**src/rtl/fracn_pkg.sv**
```systemverilog
package fracn_pkg;

  localparam int N_W   = 16;
  localparam int NF_W  = 3;
  localparam int ACC_W = 3;
  localparam int SUM_W = ACC_W + 2;

  typedef struct packed {
    logic [N_W-1:0]  n;
    logic [NF_W-1:0] nf;
    logic            mod5;
  } ratio_t;

  typedef struct packed {
    logic             ovf;
    logic [ACC_W-1:0] nxt;
  } step_t;

  // Modulus Q selected by the mode bit.
  function automatic logic [SUM_W-1:0] modulus(input logic mod5);
    return mod5 ? SUM_W'(5) : SUM_W'(8);
  endfunction

  // NF reduced into 0..Q-1 (one subtraction suffices since NF < 8 <= 2Q).
  function automatic logic [NF_W-1:0] nf_reduce(input logic [NF_W-1:0] nf,
                                                input logic mod5);
    logic [SUM_W-1:0] q;
    logic [SUM_W-1:0] d;
    q = modulus(mod5);
    d = SUM_W'(nf) - q;
    if (SUM_W'(nf) >= q) return d[NF_W-1:0];
    return nf;
  endfunction

  function automatic logic nf_invalid(input logic [NF_W-1:0] nf,
                                      input logic mod5);
    return SUM_W'(nf) >= modulus(mod5);
  endfunction

  // One accumulation step; the old value may exceed a freshly selected
  // modulus, so up to two subtractions of Q are needed.
  function automatic step_t frac_step(input logic [ACC_W-1:0] acc,
                                      input logic [NF_W-1:0]  nf,
                                      input logic             mod5);
    logic [SUM_W-1:0] q;
    logic [SUM_W-1:0] sum;
    logic [SUM_W-1:0] d;
    step_t r;
    q   = modulus(mod5);
    sum = SUM_W'(acc) + SUM_W'(nf_reduce(nf, mod5));
    if (sum >= (q << 1)) begin
      d     = sum - (q << 1);
      r.ovf = 1'b1;
    end else if (sum >= q) begin
      d     = sum - q;
      r.ovf = 1'b1;
    end else begin
      d     = sum;
      r.ovf = 1'b0;
    end
    r.nxt = d[ACC_W-1:0];
    return r;
  endfunction

  function automatic logic [N_W-1:0] clamp_n(input logic [N_W-1:0] n,
                                             input logic [N_W-1:0] nmin);
    return (n < nmin) ? nmin : n;
  endfunction

endpackage

```
**src/rtl/fracn_ratio_reg.sv**
```systemverilog
module fracn_ratio_reg
  import fracn_pkg::*;
#(
  parameter int N_MIN = 512
) (
  input  logic            clk,
  input  logic            rst_n,
  input  logic            load,
  input  logic [N_W-1:0]  n_in,
  input  logic [NF_W-1:0] nf_in,
  input  logic            mod5_in,
  input  logic            apply,
  output ratio_t          incoming_o,
  output ratio_t          act_o
);

  localparam ratio_t RST_WORD = '{n: N_W'(N_MIN), nf: '0, mod5: 1'b0};

  ratio_t stg_q;
  ratio_t act_q;
  ratio_t incoming;

  // A load in the current cycle bypasses the staging register.
  assign incoming = load ? '{n: n_in, nf: nf_in, mod5: mod5_in} : stg_q;

  always_ff @(posedge clk or negedge rst_n) begin
    if (!rst_n) begin
      stg_q <= RST_WORD;
      act_q <= RST_WORD;
    end else begin
      stg_q <= incoming;
      if (apply) act_q <= incoming;
    end
  end

  assign incoming_o = incoming;
  assign act_o      = act_q;

endmodule

```
**src/rtl/fracn_cycle_cnt.sv**
```systemverilog
module fracn_cycle_cnt
  import fracn_pkg::*;
(
  input  logic           clk,
  input  logic           rst_n,
  input  logic           en,
  input  logic [N_W-1:0] eff_n,
  input  logic           stretch,
  output logic           pulse
);

  logic [N_W-1:0] cnt_q;
  logic [N_W-1:0] last_idx;

  assign last_idx = eff_n - N_W'(1) + {{(N_W-1){1'b0}}, stretch};
  assign pulse    = en && (cnt_q == last_idx);

  always_ff @(posedge clk or negedge rst_n) begin
    if (!rst_n)      cnt_q <= '0;
    else if (!en)    cnt_q <= '0;
    else if (pulse)  cnt_q <= '0;
    else             cnt_q <= cnt_q + N_W'(1);
  end

endmodule

```
**src/rtl/fracn_accum.sv**
```systemverilog
module fracn_accum
  import fracn_pkg::*;
(
  input  logic             clk,
  input  logic             rst_n,
  input  logic             en,
  input  logic             pulse,
  input  logic [NF_W-1:0]  nf_next,
  input  logic             mod5_next,
  output logic [ACC_W-1:0] acc_o,
  output logic             stretch_o
);

  step_t step;
  logic [ACC_W-1:0] acc_q;
  logic             stretch_q;

  assign step = frac_step(acc_q, nf_next, mod5_next);

  always_ff @(posedge clk or negedge rst_n) begin
    if (!rst_n) begin
      acc_q     <= '0;
      stretch_q <= 1'b0;
    end else if (!en) begin
      acc_q     <= '0;
      stretch_q <= 1'b0;
    end else if (pulse) begin
      acc_q     <= step.nxt;
      stretch_q <= step.ovf;
    end
  end

  assign acc_o     = acc_q;
  assign stretch_o = stretch_q;

endmodule

```
**src/rtl/fracn_comp_win.sv**
```systemverilog
module fracn_comp_win #(
  parameter int WIN_LEN = 128
) (
  input  logic clk,
  input  logic rst_n,
  input  logic en,
  input  logic pulse,
  output logic win
);

  localparam int WC_W = $clog2(WIN_LEN + 1);

  logic [WC_W-1:0] left_q;

  always_ff @(posedge clk or negedge rst_n) begin
    if (!rst_n)              left_q <= '0;
    else if (!en)            left_q <= '0;
    else if (pulse)          left_q <= WC_W'(WIN_LEN);
    else if (left_q != '0)   left_q <= left_q - WC_W'(1);
  end

  assign win = (left_q != '0);

endmodule

```
**src/rtl/fracn_main_div.sv**
```systemverilog
module fracn_main_div
  import fracn_pkg::*;
#(
  parameter int N_MIN   = 512,
  parameter int WIN_LEN = 128
) (
  input  logic             clk,
  input  logic             rst_n,
  input  logic             en,
  input  logic             load,
  input  logic [N_W-1:0]   n_in,
  input  logic [NF_W-1:0]  nf_in,
  input  logic             mod5_in,
  output logic             div_pulse,
  output logic [ACC_W-1:0] acc_val,
  output logic             comp_win,
  output logic             nf_bad
);

  ratio_t          incoming;
  ratio_t          act;
  logic            apply;
  logic            stretch;
  logic [N_W-1:0]  eff_n;
  // Named internal events for the bound checker.
  logic [N_W-1:0]  act_n;
  logic            act_mod5;

  assign apply    = div_pulse || !en;
  assign eff_n    = clamp_n(act.n, N_W'(N_MIN));
  assign act_n    = act.n;
  assign act_mod5 = act.mod5;
  assign nf_bad   = nf_invalid(act.nf, act.mod5);

  fracn_ratio_reg #(.N_MIN(N_MIN)) u_ratio (
    .clk        (clk),
    .rst_n      (rst_n),
    .load       (load),
    .n_in       (n_in),
    .nf_in      (nf_in),
    .mod5_in    (mod5_in),
    .apply      (apply),
    .incoming_o (incoming),
    .act_o      (act)
  );

  fracn_cycle_cnt u_cnt (
    .clk     (clk),
    .rst_n   (rst_n),
    .en      (en),
    .eff_n   (eff_n),
    .stretch (stretch),
    .pulse   (div_pulse)
  );

  fracn_accum u_acc (
    .clk       (clk),
    .rst_n     (rst_n),
    .en        (en),
    .pulse     (div_pulse),
    .nf_next   (incoming.nf),
    .mod5_next (incoming.mod5),
    .acc_o     (acc_val),
    .stretch_o (stretch)
  );

  fracn_comp_win #(.WIN_LEN(WIN_LEN)) u_win (
    .clk   (clk),
    .rst_n (rst_n),
    .en    (en),
    .pulse (div_pulse),
    .win   (comp_win)
  );

endmodule

```
**config.mk**
```make
export PLATFORM = sky130hd
export DESIGN_NAME = fracn_main_div
export DESIGN_NICKNAME = d
export VERILOG_FILES = /design/src/rtl/fracn_pkg.sv /design/src/rtl/fracn_ratio_reg.sv /design/src/rtl/fracn_cycle_cnt.sv /design/src/rtl/fracn_accum.sv /design/src/rtl/fracn_comp_win.sv /design/src/rtl/fracn_main_div.sv
export SDC_FILE = /design/constraint.sdc
export NUM_CORES = 1
export LEC_CHECK = 0
export CORE_ASPECT_RATIO = 0.5
export CORE_UTILIZATION = 61
export CTS_BUF_LIST = sky130_fd_sc_hd__clkbuf_2 sky130_fd_sc_hd__clkbuf_4 sky130_fd_sc_hd__clkbuf_8
export DETAILED_ROUTE_END_ITERATION = 10
export GPL_ROUTABILITY_DRIVEN = 0
export PLACE_DENSITY_LB_ADDON = 0.08
export SLEW_MARGIN = 20
export SYNTH_ARGS = -nofsm -noshare
export SYNTH_HDL_FRONTEND = slang
export SYNTH_SLANG_ARGS = --single-unit
```
**constraint.sdc**
```tcl
create_clock -name clk -period 6.3 [get_ports clk]
set_input_delay 0.945 -clock clk [delete_from_list [all_inputs] [get_ports clk]]
set_output_delay 0.945 -clock clk [all_outputs]
set_load 0.01 [all_outputs]
```
==> summary.txt <==
Run status
  – Status: finished, final reports clean

STA
  – Final min period: 5.971 ns
  – Setup violations, final: 0
  – Setup tns final: 0 ns
  – RSZ-0062 raised after global routing: false
  – Max Slew Vio Count: 0
  – Worst slew pin tran: 0.8385 ns
  – Max transition margin: 44.10%
  – Final hold viol count: 0
  – Fmax: 167.5 MHz
  – Final Cycle Share: 94.78%
  – Fin Clk Skew: 0.007624 ns

Worst setup path
  – CP startpoint kind: register
  – Critical Path RT: 5.35 ns
  – Reg2reg setup slack: 1.42 ns
  – Crit end category: output pin
  – Reg2reg path depth: 14
  – R2r startpoint: u_ratio.act_o[14]$_DFFE_PN0P_
  – Crit path DAT: 5.03 ns
  – WS Path Type: reg2out
  – Crit path max fanout: 10
  – R2R Path End: u_ratio.act_o[19]$_DFFE_PN0P_

Min path
  – Hold crit path type: reg2reg
  – Hold path depth: 1
  – Hold Crit Start: u_ratio.stg_q[6]$_DFF_PN0_
  – WHS Endpoint: u_ratio.stg_q[6]$_DFF_PN0_

Detailed routing
  – Iteration-0 DRC count of the detailed router: 211
  – Via density: 6.116
  – DRC Markers: 0
  – WL per Instance: 17.27 um
  – DR vias: 3321
  – TritonRoute pass-1 iters: 4
  – ANT nets after route: 0
  – Routed WL: 9375 um

Clock network
  – CTS Sinks: 68
  – Root Buffer: clkbuf_8
  – Max Buffers Root-to-Sink: 2
  – H-tree levels: 3
  – CTS tree: built
  – Post-CTS setup buffers: 0
  – Worst-Skew Late Latency: 0.35 ns
  – CTS resizes: 0
  – Cts hold-fix bufs: 0
  – Clock slew at reported path FFs: 0.07 ns
  – TritonCTS Buffers: 9

Global route
  – GRT overflow: 0
  – Initial antenna violation count: 0
  – Gr usage total: 27.89%
  – Vias in the first global route: 3245
  – Largest net degree at the start of global routing: 69
  – First-pass GRT wire length: 15600 um

Yosys
  – Netlist area before placement: 0.004274 mm2
  – Yosys top cell area share: 38.64%
  – Most common cell in the netlist: dfrtp_1
  – Ys flop type: dfrtp_1
  – Synth top cells by count: dfrtp_1, nor2_1, nand2_1
  – Synthesis-stage register bit count: 68
  – Yosys top cell by area: dfrtp_1
  – Synth area leaders: dfrtp_1, mux2_2, ha_1, mux2i_1, xnor2_1
  – Distinct cells, synth: 62
  – Sequential fraction of the synthesis area: 39.87%
  – Post-synth ARST share: 100.0%
  – Synth Net Count: 465
  – EDFF count, synth: 0
  – Synthesis Warnings: 0
  – Syn avg cell area: 10.15 um2
  – Synth Instances: 421

Layout
  – Antenna Cells: 0
  – Storage cell area: 0.001704 mm2
  – Share of layout cells above drive strength 1: 15.74%
  – Core Util, Final: 71.93%
  – Area of the multi-input gates: 0.002396 mm2
  – Area grow syn2layout: 13.20%
  – Final #Nets: 490
  – Layout filler cell count: 524

Floorplanning
  – Total die area: 0.007366 mm2
  – Height of the die: 61.19 um
  – Die W: 120.4 um
  – Row Count: 21
  – Initial Utilization: 63.54%
  – Core Region: 0.006726 mm2
  – # IOs: 30

Place
  – Port Buf Inserts: 29
  – Post-detail-place hpwl: 6484 um

Pwr
  – Leak: 2.103 nW
  – Pwr dens: 270.9 mW/mm2
  – Worst VDD drop: 0.1758 mV

Run
  – Number of max-cap violations: 0
[area by class of cell]
| cell class | instances | share of cell area (%) |
|---|---|---|
| multi-input combinational | 315 | 49.52 |
| sequential | 68 | 35.22 |
| timing repair buffer | 37 | 7.137 |
| clock buffer | 13 | 3.698 |
| tap | 92 | 2.379 |
| inverter | 15 | 1.164 |
| clock inverter | 3 | 0.8792 |
[flip-flops by register name (all words and copies together), names as in the netlist]
name,count
u_ratio.stg_q,20
u_acc.acc_o,3
u_cnt.cnt_q,16
u_win.left_q,8
u_acc.stretch_o,1
u_ratio.act_o,20
[metal layers]
layer / global-route usage [%] / wire length [um] / vias to the layer above
li1: - / - / 1568
met1: 37.18 / 4364 / 1599
met2: 44.91 / 4178 / 133
met3: 6.944 / 662 / 21
met4: 11.29 / 170 / 0
met5: 0 / 0 / -
[placed cells by master, fill, tap and decap left out, types with 11 or more instances in the layout]
cell type | synthesis | layout
clkbuf_8 | 0 | 13
nor3_1 | 11 | 11
nand3_1 | 17 | 17
mux2i_1 | 16 | 16
mux2_2 | 22 | 22
ha_1 | 19 | 19
o21ai_0 | 11 | 11
xor2_1 | 18 | 18
clkdlybuf4s50_1 | 0 | 28
xnor2_1 | 18 | 18
dfrtp_1 | 66 | 66
nor2_1 | 37 | 37
inv_1 | 15 | 15
nand2_1 | 29 | 29
[worst max path at each step]
stage,start,end,depth (start not counted)
floorplan,load,u_acc.acc_o[2]$_DFFE_PN0P_,19
global placement,u_ratio.act_o[14]$_DFFE_PN0P_,div_pulse,14
detailed placement,load,u_acc.acc_o[2]$_DFFE_PN0P_,19
CTS,u_ratio.act_o[14]$_DFFE_PN0P_,div_pulse,14
global route,u_ratio.act_o[14]$_DFFE_PN0P_,div_pulse,14
finish,u_ratio.act_o[14]$_DFFE_PN0P_,div_pulse,14
[critical path, stage by stage, from the launching register on]
cell and delay (ns):
dfrtp_1 0.46, nor4_2 0.27, buf_4 0.21, nand2_1 0.11, nand2_1 0.08, ha_1 0.36, ha_1 0.24, or4b_2 0.61
a2111oi_0 0.57, xnor2_1 0.24, and4b_1 0.30, nand3_1 0.10, nor4_1 0.30, and2_1 0.24, clkdlybuf4s50_1 0.56
[through the flow]
| stage | std cells | total power, W | area [um2] | hold slack, ns | setup slack [ns] |
|---|---|---|---|---|---|
| floorplan | 421 | 0.0008230 | 4274 | 0.4591 | 1.336 |
| global placement | 527 | 0.0009058 | 4617 | 0.4784 | 0.9317 |
| detailed placement | 527 | 0.0009242 | 4617 | 0.4875 | 0.6077 |
| CTS | 543 | 0.001317 | 4838 | 0.5038 | 0.4206 |
| global route | 543 | 0.001391 | 4838 | 0.5289 | 0.09078 |
| finish | 543 | 0.001310 | 4838 | 0.4992 | 0.3291 |
[logic make-up after synthesis]
logic type      count (synthesis)  synth area share [%]
simple gates                  150                 19.06
flops                          68                 39.87
compound gates                 56                 9.221
mux                            53                 14.37
buf+inv                        38                 4.069
xor+xnor                       36                 7.377
fa+ha+maj                      20                 6.031
[where the power goes]
group          internal [W]  switching [W]  total, W
Sequential         0.000487      0.0000580  0.000545
Clock              0.000225       0.000160  0.000385
Combinational      0.000180       0.000201  0.000380
Total              0.000892       0.000418   0.00131
Note: power is estimated with default switching activity, not from simulation.
